===== src/rtl/fifo_top_pkg.sv =====
// Shared definitions for the FIFO head read window.
// Assumes elements are stored back to back in the message RAM.
package fifo_top_pkg;
    localparam int DSZ_W  = 3;
    localparam int WCNT_W = 5;

    // Total words of one element (2 header + payload) for a size code.
    function automatic logic [WCNT_W-1:0] elem_words(input logic [DSZ_W-1:0] code);
        logic [WCNT_W-1:0] w;
        case (code)
            3'd5:    w = 5'd10;
            3'd6:    w = 5'd14;
            3'd7:    w = 5'd18;
            default: w = WCNT_W'(code) + 5'd4;
        endcase
        return w;
    endfunction
endpackage


===== src/rtl/fifo_top_ptr.sv =====
// Top pointer and word counter of the head read window.
// Advances on each read with side effects, acknowledges on the last word
// of an element, and realigns to the head element while held.
// Assumes adv is never high in two consecutive cycles.
module fifo_top_ptr
    import fifo_top_pkg::*;
#(
    parameter int AW = 10,
    parameter int IW = 3
) (
    input  logic              clk,
    input  logic              rst_n,
    input  logic              hold,
    input  logic              adv,
    input  logic [IW-1:0]     get_idx,
    input  logic [AW-1:0]     start,
    input  logic [IW:0]       elems,
    input  logic [DSZ_W-1:0]  dsz,
    output logic [AW-1:0]     top_addr,
    output logic              ack_valid,
    output logic [IW-1:0]     ack_idx
);
    logic [WCNT_W-1:0] word_cnt;
    logic [WCNT_W-1:0] words;
    logic              last_word;
    logic              last_elem;
    logic [AW-1:0]     head_base;

    // Element geometry and head element base address.
    always_comb begin
        words     = elem_words(dsz);
        last_word = (word_cnt == words - 1'b1);
        last_elem = (({1'b0, get_idx} + 1'b1) == elems);
        head_base = start + AW'(get_idx) * AW'(words);
    end

    // Pointer, word counter and acknowledge strobe.
    always_ff @(posedge clk) begin
        if (!rst_n) begin
            top_addr  <= '0;
            word_cnt  <= '0;
            ack_valid <= 1'b0;
            ack_idx   <= '0;
        end else begin
            ack_valid <= 1'b0;
            if (hold) begin
                top_addr <= head_base;
                word_cnt <= '0;
            end else if (adv) begin
                if (last_word) begin
                    word_cnt  <= '0;
                    ack_valid <= 1'b1;
                    ack_idx   <= get_idx;
                    top_addr  <= last_elem ? start : top_addr + 1'b1;
                end else begin
                    word_cnt <= word_cnt + 1'b1;
                    top_addr <= top_addr + 1'b1;
                end
            end
        end
    end

    AST_ACK_PULSE: assert property (@(posedge clk) disable iff (!rst_n) ack_valid |=> !ack_valid);
    AST_NO_EARLY_ACK: assert property (@(posedge clk) disable iff (!rst_n) (adv && !hold && !last_word) |=> !ack_valid);
    AST_HOLD_REALIGN: assert property (@(posedge clk) disable iff (!rst_n) (hold && $stable(head_base)) |=> (top_addr == head_base));
endmodule


===== src/rtl/fifo_top_rsp.sv =====
// Response stage: waits one cycle for the RAM word, then holds the
// registered answer until the bus side takes it.
// Assumes issue only arrives while busy is low.
module fifo_top_rsp (
    input  logic        clk,
    input  logic        rst_n,
    input  logic        issue,
    input  logic        issue_en,
    input  logic [31:0] ram_rd_data,
    input  logic        rsp_ready,
    output logic        busy,
    output logic        rsp_valid,
    output logic [31:0] rsp_data
);
    logic pend;
    logic pend_en;

    // Busy from acceptance until the response is consumed.
    always_comb busy = pend | rsp_valid;

    // Capture RAM data one cycle after issue; hold until taken.
    always_ff @(posedge clk) begin
        if (!rst_n) begin
            pend      <= 1'b0;
            pend_en   <= 1'b0;
            rsp_valid <= 1'b0;
            rsp_data  <= '0;
        end else begin
            if (issue) begin
                pend    <= 1'b1;
                pend_en <= issue_en;
            end else if (pend) begin
                pend      <= 1'b0;
                rsp_valid <= 1'b1;
                rsp_data  <= pend_en ? ram_rd_data : 32'h0;
            end else if (rsp_valid && rsp_ready) begin
                rsp_valid <= 1'b0;
            end
        end
    end

    AST_RSP_HOLD: assert property (@(posedge clk) disable iff (!rst_n) (rsp_valid && !rsp_ready) |=> (rsp_valid && $stable(rsp_data)));
endmodule


===== src/rtl/fifo_top_rdport.sv =====
// FIFO head read window: a register read port that steps through the
// words of the head element and acknowledges it after its last word.
// Assumes the FIFO updates get index and fill level after an acknowledge.
module fifo_top_rdport
    import fifo_top_pkg::*;
#(
    parameter int AW = 10,
    parameter int IW = 3
) (
    input  logic              clk,
    input  logic              rst_n,
    input  logic              top_en,
    input  logic              cfg_change,
    input  logic              req_valid,
    input  logic              req_dbg,
    output logic              req_ready,
    output logic              rsp_valid,
    input  logic              rsp_ready,
    output logic [31:0]       rsp_data,
    output logic              ram_rd_en,
    output logic [AW-1:0]     ram_rd_addr,
    input  logic [31:0]       ram_rd_data,
    input  logic [IW-1:0]     fifo_get_idx,
    input  logic [IW:0]       fifo_fill,
    input  logic [AW-1:0]     fifo_start,
    input  logic [IW:0]       fifo_elems,
    input  logic [DSZ_W-1:0]  elem_dsz,
    output logic              ack_valid,
    output logic [IW-1:0]     ack_idx
);
    logic          busy;
    logic          accept;
    logic          adv;
    logic          hold;
    logic [AW-1:0] top_addr;

    // Request acceptance, RAM access and side-effect qualification.
    always_comb begin
        req_ready   = !busy;
        accept      = req_valid && !busy;
        hold        = !top_en || cfg_change;
        ram_rd_en   = accept && top_en;
        ram_rd_addr = top_addr;
        adv         = accept && !req_dbg && !hold && (fifo_fill != '0);
    end

    fifo_top_ptr #(.AW(AW), .IW(IW)) u_ptr (
        .clk       (clk),
        .rst_n     (rst_n),
        .hold      (hold),
        .adv       (adv),
        .get_idx   (fifo_get_idx),
        .start     (fifo_start),
        .elems     (fifo_elems),
        .dsz       (elem_dsz),
        .top_addr  (top_addr),
        .ack_valid (ack_valid),
        .ack_idx   (ack_idx)
    );

    fifo_top_rsp u_rsp (
        .clk         (clk),
        .rst_n       (rst_n),
        .issue       (accept),
        .issue_en    (top_en),
        .ram_rd_data (ram_rd_data),
        .rsp_ready   (rsp_ready),
        .busy        (busy),
        .rsp_valid   (rsp_valid),
        .rsp_data    (rsp_data)
    );

    AST_DBG_STILL: assert property (@(posedge clk) disable iff (!rst_n) (accept && req_dbg && !hold) |=> ($stable(top_addr) && !ack_valid));
    AST_EMPTY_STILL: assert property (@(posedge clk) disable iff (!rst_n) (accept && fifo_fill == '0 && !hold) |=> ($stable(top_addr) && !ack_valid));
    AST_OFF_NO_ACK: assert property (@(posedge clk) disable iff (!rst_n) (accept && !top_en) |=> !ack_valid);
endmodule


===== config.mk =====
export PLATFORM = sky130hd
export DESIGN_NAME = fifo_top_rdport
export DESIGN_NICKNAME = d
export VERILOG_FILES = /design/src/rtl/fifo_top_pkg.sv /design/src/rtl/fifo_top_ptr.sv /design/src/rtl/fifo_top_rsp.sv /design/src/rtl/fifo_top_rdport.sv
export SDC_FILE = /design/constraint.sdc
export NUM_CORES = 1
export LEC_CHECK = 0
export ABC_AREA = 1
export CELL_PAD_IN_SITES_DETAIL_PLACEMENT = 1
export CELL_PAD_IN_SITES_GLOBAL_PLACEMENT = 2
export CORE_UTILIZATION = 33
export CTS_CLUSTER_DIAMETER = 150
export DETAILED_ROUTE_END_ITERATION = 12
export DONT_BUFFER_PORTS = 1
export PLACE_DENSITY = 0.89
export SETUP_SLACK_MARGIN = 0.2
export SYNTH_ARGS = -nofsm -noshare
export SYNTH_HDL_FRONTEND = slang
export SYNTH_SLANG_ARGS = --single-unit

===== constraint.sdc =====
create_clock -name clk -period 3.6 [get_ports clk]
set_input_delay 0.54 -clock clk [delete_from_list [all_inputs] [get_ports clk]]
set_output_delay 0.54 -clock clk [all_outputs]
set_load 0.03 [all_outputs]

==> metrics.md, run 1 <==
| Metric | Value |
|---|---|
| Run status | finished clean |
| Drt first pass iters | 4 |
| Die height | 105.0 microns |
| Fill cells | 1353 |
| IO Pins | 112 |
| Slowest CP cell | fa_1 |
| Clock sink count | 54 |
| Initial Util | 0.3392 |
| Highest clock rate | 317.5 MHz |
| Worst r2r dst | u_ptr.top_addr[1] |
| Initial antenna violation count | 0 |
| Tmin final | 3.150 ns |
| Pre-CTS WS | around 0.064 ns |
| CTS Root Cell | clkbuf_8 |
| WL/cell | 15.41 microns |
| Crit Path Class | in -> reg |
| # setup viols final | 0 |
| Most used cell along the critical path | inv_1 |
| Worst endpoint required time | 3.81 ns |
| CTS tree | built |
| YS warnings | 0 |
| Worst skew pair latency | around 0.31 ns |
| Finished Core Util | 0.3612 |
| R2R setup slack | around 1.2 ns |
| Area of the multi-input gates | 2063 sq um |
| DR vias/cell | 5.140 |
| RR Startpoint | u_rsp.rsp_valid |
| Final ANT Viol Nets | 0 |
| PortBufs | 0 |
| Syn Std Cell Area | 3502 sq um |
| Crit. End Element | flip-flop |
| Slew @ Worst Pin | roughly 1.1 ns |
| Hold Path Sink | u_rsp.rsp_valid |
| Critical-path cell list | o21ai_2, nand2_1, inv_1, nor2_1, fa_1, inv_1, fa_1, inv_1, ha_1, nand2_1, inv_1, o21ai_1, nand2_1, nand3_1, nand3b_1, nand3_1, nand3_1, nand2_1, inv_1 |
| Worst hold path class | in -> reg |
| Cells on worst reg2reg path | 9 |
| Distinct cells, synth | 39 |
| Pin count of the biggest net entering global routing | 45 |
| RSZ-0062 raised after global routing | no |
| Seq/Total Area, Yosys | 0.3087 |
| Worst vdd ir | around 0.18 mV |
| Area Overhead vs Synth | 6.467% |
| Final worst slack | between 0.4 and 0.5 ns |
| MaxCap Viol Count | 0 |
| Clock Path Buffers | 2 |
| Syn_nets | 609 |
| Max-slew headroom | 0.2616 |
| Post-synthesis register bit count | 54 |
| Post-Syn Instances | 522 |
| GRT overflow | 0 |
| # rows | 37 |
| Die Area | 11030 sq um |
| HP Start | rsp_ready |
| Critical Path AT | 3.36 ns |
| Hold Path Stages | 1 |
| Number of global-route vias before repair | 3406 |
| Worst Hold Slack | 0.3258 ns |
| DRT iter0 DRCs | 161 |
| Placer Congestion | around 0.84 |
| DRC Markers | 0 |
| Max FO, Critical Path | 6 |
| Power per cell area | a little under 400 nW/um^2 |
| First-pass GRT wire length | 16570 microns |
| Syn avg cell area | between 6 and 7 sq um |
| Reg area | 1081 sq um |
| Die outline width | 105.0 microns |
| Fin. Hold Viols | 0 |
| CTS H-tree lvls | 2 |
| Slew Viols, Final | 0 |
| Routed WL | around 10000 microns |
| Total global-route track usage | 0.1859 |
| Nets | 599 |
| CTS buffer count | 5 |
| Leak | between 1.5 and 2 nW |
| Dpl hpwl | approximately 8000 microns |
| Register clock-pin slew on the reported worst setup and hold paths | roughly 0.1 ns |
| Vias | about 3300 |
| Startpoint Class | input port |
| Setup Skew | 0.008796 ns |
| Total negative setup slack | 0 ns |
| Fin crit share | 0.8749 |
| Core box area | around 10000 sq um |
| Post-route total power | 1.484 mW |
| Share of cells above drive strength 1 | 0.05653 |
| # diodes | 0 |
| Crit-path max cell delay | 0.53 ns |
==> synth_stat cells, drive strengths merged <==
master,number,share of area
dfxtp,54,0.31
nor2,37,0.048
ha,15,0.054
a21o,1,0.0021
xor2,5,0.013
clkbuf,11,0.012
clkinv,1,0.0011
nand3b,6,0.013
inv,71,0.076
fa,9,0.051
nor3b,1,0.0021
nand4,6,0.011
and2,1,0.0018
nor3,5,0.0071
o21bai,1,0.0021
nand2,143,0.16
a22o,3,0.0075
a31oi,1,0.0018
a211oi,1,0.0021
xnor2,4,0.010
a22oi,1,0.0021
buf,9,0.013
a21oi,53,0.077
nand3,68,0.10
o21ai,14,0.021
o31ai,1,0.0021
==> through the flow <==
step,cell area [sq um],std cells
after CTS,3729,649
final,3729,649
after floorplan,3502,522
after global placement,3607,641
after detailed placement,3607,641
after global routing,3729,649
==> state kept, by name, indices dropped and copies added (netlist names) <==
| register | cells |
|---|---|
| u_ptr.word_cnt | 5 |
| u_rsp.pend_en | 1 |
| u_ptr.top_addr | 10 |
| u_ptr.ack_valid | 1 |
| u_rsp.pend | 1 |
| u_rsp.rsp_data | 32 |
| u_ptr.ack_idx | 3 |
| u_rsp.rsp_valid | 1 |
==> how the worst max path moves through the flow <==
stage	cells after the start	startpoint	to	slack (ns)
3_5_place_dp	19	elem_dsz[1]	u_ptr.top_addr[9]	0.06
6_report	19	elem_dsz[1]	u_ptr.top_addr[9]	0.45
2_1_floorplan	17	elem_dsz[0]	u_ptr.top_addr[9]	0.21
5_1_grt	19	elem_dsz[1]	u_ptr.top_addr[9]	0.21
4_1_cts	19	elem_dsz[1]	u_ptr.top_addr[9]	0.39
3_3_place_gp	16	elem_dsz[1]	u_ptr.top_addr[9]	0.15
==> critical path: cells and delay by family <==
family	cells	cell delay, ns
adder cells (fa/ha/maj)	3	1.38
AND/OR/NAND/NOR	9	0.79
buffers and inverters	5	0.28
AO/OA/AOI/OAI	2	0.36
==> metal layers <==
metal	global-route usage	vias up	wire [microns]
met5	0	-	0
met4	0.04527	0	161
met3	0.04679	14	520
met2	0.3453	85	5129
met1	0.2107	1587	4188
li1	-	1650	-
==> cell type report <==
type,count,area share
clock inverters,2,0.01040
clock buffers,6,0.02215
repair buffers,3,0.006040
multi-input cells,376,0.5534
well taps,136,0.04564
flip-flops and latches,54,0.2899
inverters,72,0.07248
==> power breakdown <==
part           total (mW)  leakage, nW  internal, mW  switching (mW)
Combinational       0.340         1.17         0.125           0.215
Sequential          0.707        0.438         0.621          0.0862
Clock               0.437       0.0618         0.229           0.208
Total                1.48         1.67         0.975           0.509
==> what timing repair did <==
item	CTS	global route
hold endpoints to repair	0	0
buffers inserted	0	0
hold buffers	0	0
resized for setup	0	1
endpoints found under the setup margin	0	2
==> layout by cell type (no fill, tap or decap), types with 3 or more instances in the layout <==
cell      instances
inv_2             5
nand4_1           6
o21ai_0          11
nand2_1         139
dfxtp_1          54
xor2_1            5
nand3b_1          6
nand2_2           3
nor2_1           33
a22o_1            3
clkbuf_8          6
inv_1            66
xnor2_1           4
nand3_1          65
a21oi_1          52
fa_1              9
ha_1             15
buf_4             3
nor3_1            5
==> kinds of logic after synthesis <==
kind of cell | synth area share
and+or+nand+nor | 0.3437
buffers and inverters | 0.1022
AOI/OAI and AO/OA | 0.1179
DFF | 0.3087
adders and majority gates | 0.1050
xor gates and xnor gates | 0.02251
Power figures use the tool's default switching activity.
==> run 2: changes to the inputs <==
clock period = 3.3 ns   (was 3.6 ns; I/O delays follow)
==> run 2 against run 1 <==
  * Design area increased by 0.37%
  * Flip-flop and latch count stayed put
  * Clock skew down 0.0019 ns
  * Critical endpoint unchanged
  * Largest cell class unchanged
==> metrics.md, run 2 (same netlist as run 1, synthesis figures left out) <==
| Metric | Value |
|---|---|
| Run status | finished clean |
| Biggest register | u_rsp.rsp_data |
| Most used cell along the critical path | nand2_1 |
| Critical Path AT | approximately 3.2 ns |
| Fin. Hold Viols | 0 |
| Most common cell after layout, fill and taps aside | nand2_1 |
| Post-CTS setup buffers | 0 |
| Startpoint Class | input port |
| Largest register FFs | 32 |
| Worst path buffer plus inverter count | 4 |
| Clock Path Buffers | 2 |
| Crit-path max cell delay | 0.54 ns |
| GRT overflow | 0 |
| Placer Congestion | 0.8977 |
| DP Cell Count | 641 |
| First-pass GRT wire length | between 15000 and 20000 microns |
| Drt first pass iters | 4 |
| Max-slew headroom | 0.2666 |
| Total global-route track usage | 0.1861 |
| PortBufs | 0 |
| IO Pins | 112 |
| Highest clock rate | 338.9 MHz |
| Area Overhead vs Synth | 6.860% |
| DR vias/cell | 5.146 |
| Initial Util | 0.3392 |
| Initial antenna violation count | 0 |
| Pin count of the biggest net entering global routing | 34 |
| Slew Viols, Final | 0 |
| CTS H-tree lvls | 2 |
| Crit Path Class | in -> reg |
| Tmin final | 2.951 ns |
| Nets | 599 |
| Die outline width | 105.0 microns |
| Clock sink count | 54 |
| Worst skew pair latency | 0.31 ns |
| Register clock-pin slew on the reported worst setup and hold paths | roughly 0.1 ns |
| Setup Skew | about 0.007 ns |
| Routed WL | 10040 microns |
| Vias | 3340 |
| Final ANT Viol Nets | 0 |
| Die height | 105.0 microns |
| CTS Root Cell | clkbuf_8 |
| Fill cells | between 1000 and 1500 |
| Share of cells above drive strength 1 | 0.07212 |
| Crit path max-delay family | adder cells |
| Critical-path cell list | inv_2, o21ai_1, nand2_1, fa_1, inv_1, fa_1, fa_2, nand2_1, inv_1, o21ai_2, nand2_1, nand3_1, nand3b_1, nand3_1, nand3_1, nand2_1, inv_1 |
| CTS buffer count | 5 |
| Slew @ Worst Pin | 1.099 ns |
| Crit. End Element | flip-flop |
| Power per cell area | 416.9 nW/um^2 |
| Die Area | about 11000 sq um |
| Biggest regs | u_rsp.rsp_data (32), u_ptr.top_addr (10), u_ptr.word_cnt (5) |
| Worst hold path class | in -> reg |
| # diodes | 0 |
| MaxCap Viol Count | 0 |
| Dpl hpwl | a little over 8000 microns |
| Leak | 1.659 nW |
| RSZ-0062 raised after global routing | no |
| Most frequent cells in the layout | 138 x nand2_1, 64 x inv_1, 64 x nand3_1 |
| WL/cell | 15.48 microns |
| Cell area after placement | 3640 sq um |
| Worst endpoint required time | ~3.5 ns |
| # setup viols final | 0 |
| Number of global-route vias before repair | 3480 |
| Post-route total power | around 1.6 mW |
| DRC Markers | 0 |
| Post-Layout Cell Count | 649 |
| # rows | 37 |
| Core box area | 10320 sq um |
| Fin crit share | 0.8942 |
| DRT iter0 DRCs | 127 |
| Worst vdd ir | approximately 0.17 mV |
| Cell area after layout | 3742 sq um |
| Slowest CP cell | fa_1 |
| Max FO, Critical Path | 6 |
| CTS tree | built |
-- run 2: final cells by class --
class / instances / area [sq um] / area share
Sequential cell: 54 / 1081 / 0.2889
Clock inverter: 2 / 16.27 / 0.004346
Timing Repair Buffer: 3 / 22.52 / 0.006018
Clock buffer: 6 / 82.58 / 0.02207
Inverter: 72 / 270.3 / 0.07222
Multi-Input combinational cell: 376 / 2100 / 0.5610
Tap cell: 136 / 170.2 / 0.04547
-- run 2: per-layer routing --
| metal | GRT usage | up-vias | wire (microns) |
|---|---|---|---|
| met5 | 0 | - | 0 |
| met4 | 0.05231 | 0 | 179 |
| met3 | 0.04679 | 12 | 434 |
| met2 | 0.3453 | 60 | 5177 |
| met1 | 0.2087 | 1613 | 4252 |
| li1 | - | 1655 | - |
-- run 2: what timing repair did --
item	4_1_cts	5_1_grt
setup endpoints to repair	0	1
resized for setup	0	1
hold buffers	0	0
-- run 2: worst paths after layout --
kind,startpoint,end,slack (ns),depth (start not counted)
max,elem_dsz[1],u_ptr.top_addr[9],0.35,17
min,rsp_ready,u_rsp.rsp_valid,0.28,1
max reg2reg,u_rsp.rsp_valid,u_ptr.top_addr[0],1.02,9
min reg2reg,u_ptr.word_cnt[0],u_ptr.word_cnt[0],0.54,2
-- run 2: per-stage QoR --
stage	hold WS [ns]	setup slack [ns]	TNS [ns]	utilization
2_1_floorplan	0.4840	0.2058	0	-
3_3_place_gp	0.5171	0.1460	0	0.3526
3_5_place_dp	0.5313	-0.01774	-0.01774	0.3526
4_1_cts	0.2677	0.3199	0	0.3621
5_1_grt	0.2642	0.2022	0	0.3625
6_report	0.2789	0.3493	0	0.3625
-- run 2: power breakdown --
part,leakage (nW),switching (mW),internal [mW]
Combinational,1.17,0.242,0.147
Sequential,0.438,0.0934,0.677
Clock,0.0478,0.227,0.173
Total,1.66,0.563,0.998
==> run 3: changes to the inputs <==
RECOVER_POWER = 100   (was not set)
==> run 3 against run 2 <==
  * Global-route usage did not move
  * Maximum frequency fell by 0.50%
  * Register-to-register slack got worse by 0.41 ns
  * Combinational power fell by 3%
  * Non-clock buffer count did not move
  * Sequential share of layout area rose by 0.23 points
  * Clock power barely moved
  * Clock skew barely moved
  * Die area did not move
  * Power fell by 0.76%
  * Design area fell by 0.80%
  * Largest cell class unchanged
==> metrics.md, run 3 (same netlist as run 1, synthesis figures left out) <==
| Metric | Value |
|---|---|
| Initial antenna violation count | 0 |
| CTS resizes | 0 |
| Core box area | roughly 10000 sq um |
| Tmin final | between 2 and 3 ns |
| Max FO, Critical Path | 9 |
| IO Pins | 112 |
| Worst hold path class | in -> reg |
| Largest register FFs | 32 |
| Share of cells above drive strength 1 | 0.06043 |
| Crit path max-delay family | adder cells |
| CTS Root Cell | clkbuf_8 |
| Combinational fraction of design power | 0.244 |
| Crit-path max cell delay | 0.49 ns |
| Worst endpoint required time | 3.51 ns |
| Slew @ Worst Pin | around 1.4 ns |
| Power per cell area | 417.1 nW/um^2 |
| Fin. Hold Viols | 0 |
| Register share of total power | 0.497 |
| Max-slew headroom | 0.07632 |
| Post-route total power | 1.548 mW |
| Most frequent cells in the layout | 139 x nand2_1, 65 x inv_1, 64 x nand3_1 |
| RSZ-0062 raised after global routing | no |
| Total global-route track usage | 0.1861 |
| DRT iter0 DRCs | 120 |
| Most common cell after layout, fill and taps aside | nand2_1 |
| CTS Hold Bufs | 0 |
| CTS tree | built |
| Leak | between 1.5 and 2 nW |
| Dpl hpwl | between 8000 and 9000 microns |
| Clock power frac | 0.259 |
| CTS buffer count | 5 |
| Fill cells | 1319 |
| DR vias/cell | 5.157 |
| Switch share | 0.3616 |
| Drt first pass iters | 4 |
| Global routing's busiest layer | met2 |
| Slowest CP cell | fa_1 |
| Sw Pwr | 559.8 uW |
| Slew Viols, Final | 0 |
| Register clock-pin slew on the reported worst setup and hold paths | roughly 0.1 ns |
| MaxCap Viol Count | 0 |
| Startpoint Class | input port |
| Critical-path cell list | o21ai_4, nand2_2, inv_2, nor2_2, fa_1, inv_1, fa_1, inv_2, ha_1, nand2_1, inv_1, o21ai_2, nand2_1, nand3_1, nand3b_1, nand3_1, nand3_1, nand2_1, inv_1 |
| Crit Path Class | in -> reg |
| Final ANT Viol Nets | 0 |
| Finished Core Util | 0.3596 |
| CTS H-tree lvls | 2 |
| Placer Congestion | 0.8977 |
| Nets | between 500 and 600 |
| Met2 usage | 0.3453 |
| Pint | 988.6 uW |
| Clock sink count | 54 |
| Die height | 105.0 microns |
| Clock Path Buffers | 2 |
| Fin crit share | 0.8986 |
| Area Overhead vs Synth | 6.002% |
| # setup viols final | 0 |
| M1 GR Usage | 0.2087 |
| Routed WL | 10080 microns |
| Biggest register | u_rsp.rsp_data |
| Post-Layout Cell Count | 649 |
| DP Cell Count | ~640 |
| M3 GR Usage | 0.04679 |
| Vias | around 3300 |
| DRC Markers | 0 |
| Initial Util | 0.3392 |
| Worst vdd ir | 0.1677 mV |
| WL/cell | around 16 microns |
| Worst path buffer plus inverter count | 5 |
| Cell area after placement | 3640 sq um |
| Die outline width | 105.0 microns |
| Critical Path AT | 3.18 ns |
| # diodes | 0 |
| # rows | 37 |
| Post-CTS setup buffers | 0 |
| Pin count of the biggest net entering global routing | 34 |
| Worst skew pair latency | 0.31 ns |
| Highest clock rate | between 300 and 400 MHz |
| GRT overflow | 0 |
| PortBufs | 0 |
| Setup Skew | 0.007373 ns |
| Cell area after layout | 3712 sq um |
| First-pass GRT wire length | ~17000 microns |
| Biggest regs | u_rsp.rsp_data (32), u_ptr.top_addr (10), u_ptr.word_cnt (5) |
| Number of global-route vias before repair | 3480 |
| Run status | finished clean |
| Crit. End Element | flip-flop |
| Die Area | 11030 sq um |
==> run 3: changes by cell type in the layout (fill, tap and decap cells not counted), sizes merged <==
cell    delta
buf        -1
clkbuf     +1
==> run 3: path summary, 6_finish.rpt <==
kind,cells past startpoint,endpoint,slack (ns),start
setup / recovery,19,u_ptr.top_addr[9],0.33,elem_dsz[0]
hold / removal,1,u_rsp.rsp_valid,0.28,rsp_ready
setup reg to reg,3,u_rsp.rsp_valid,0.61,u_rsp.pend
hold reg to reg,2,u_ptr.word_cnt[0],0.54,u_ptr.word_cnt[0]
==> run 3: area by class of cell <==
| type | instances | area, sq um | area share |
|---|---|---|---|
| Multi-Input combinational cell | 376 | 2073 | 0.5585 |
| Sequential cell | 54 | 1081 | 0.2912 |
| Inverter | 72 | 270.3 | 0.07280 |
| Tap cell | 136 | 170.2 | 0.04584 |
| Clock buffer | 6 | 82.58 | 0.02224 |
| Timing Repair Buffer | 3 | 18.77 | 0.005056 |
| Clock inverter | 2 | 16.27 | 0.004382 |
==> run 3: metal layers <==
metal | vias to the layer above | routed length, microns
met1 | 1613 | 4275
met2 | 66 | 5153
met5 | - | 0
met4 | 0 | 179
met3 | 12 | 471
li1 | 1656 | -
==> run 3: power groups by stage <==
stage | Combinational [mW] | Clock, mW | Sequential (mW)
2_1_floorplan | 0.319 | 0 | 0.764
3_3_place_gp | 0.378 | 0 | 0.785
3_5_place_dp | 0.389 | 0 | 0.787
4_1_cts | 0.390 | 0.417 | 0.771
5_1_grt | 0.435 | 0.442 | 0.776
6_report | 0.378 | 0.401 | 0.770
==> run 3: per-stage QoR <==
step                setup WS, ns   TNS, ns  hold WS [ns]
global placement          0.1460         0        0.5171
CTS                       0.3199         0        0.2677
floorplan                 0.2058         0        0.4840
finish                    0.3345         0        0.2778
global route              0.1093         0        0.2642
detailed placement      -0.01774  -0.01774        0.5313
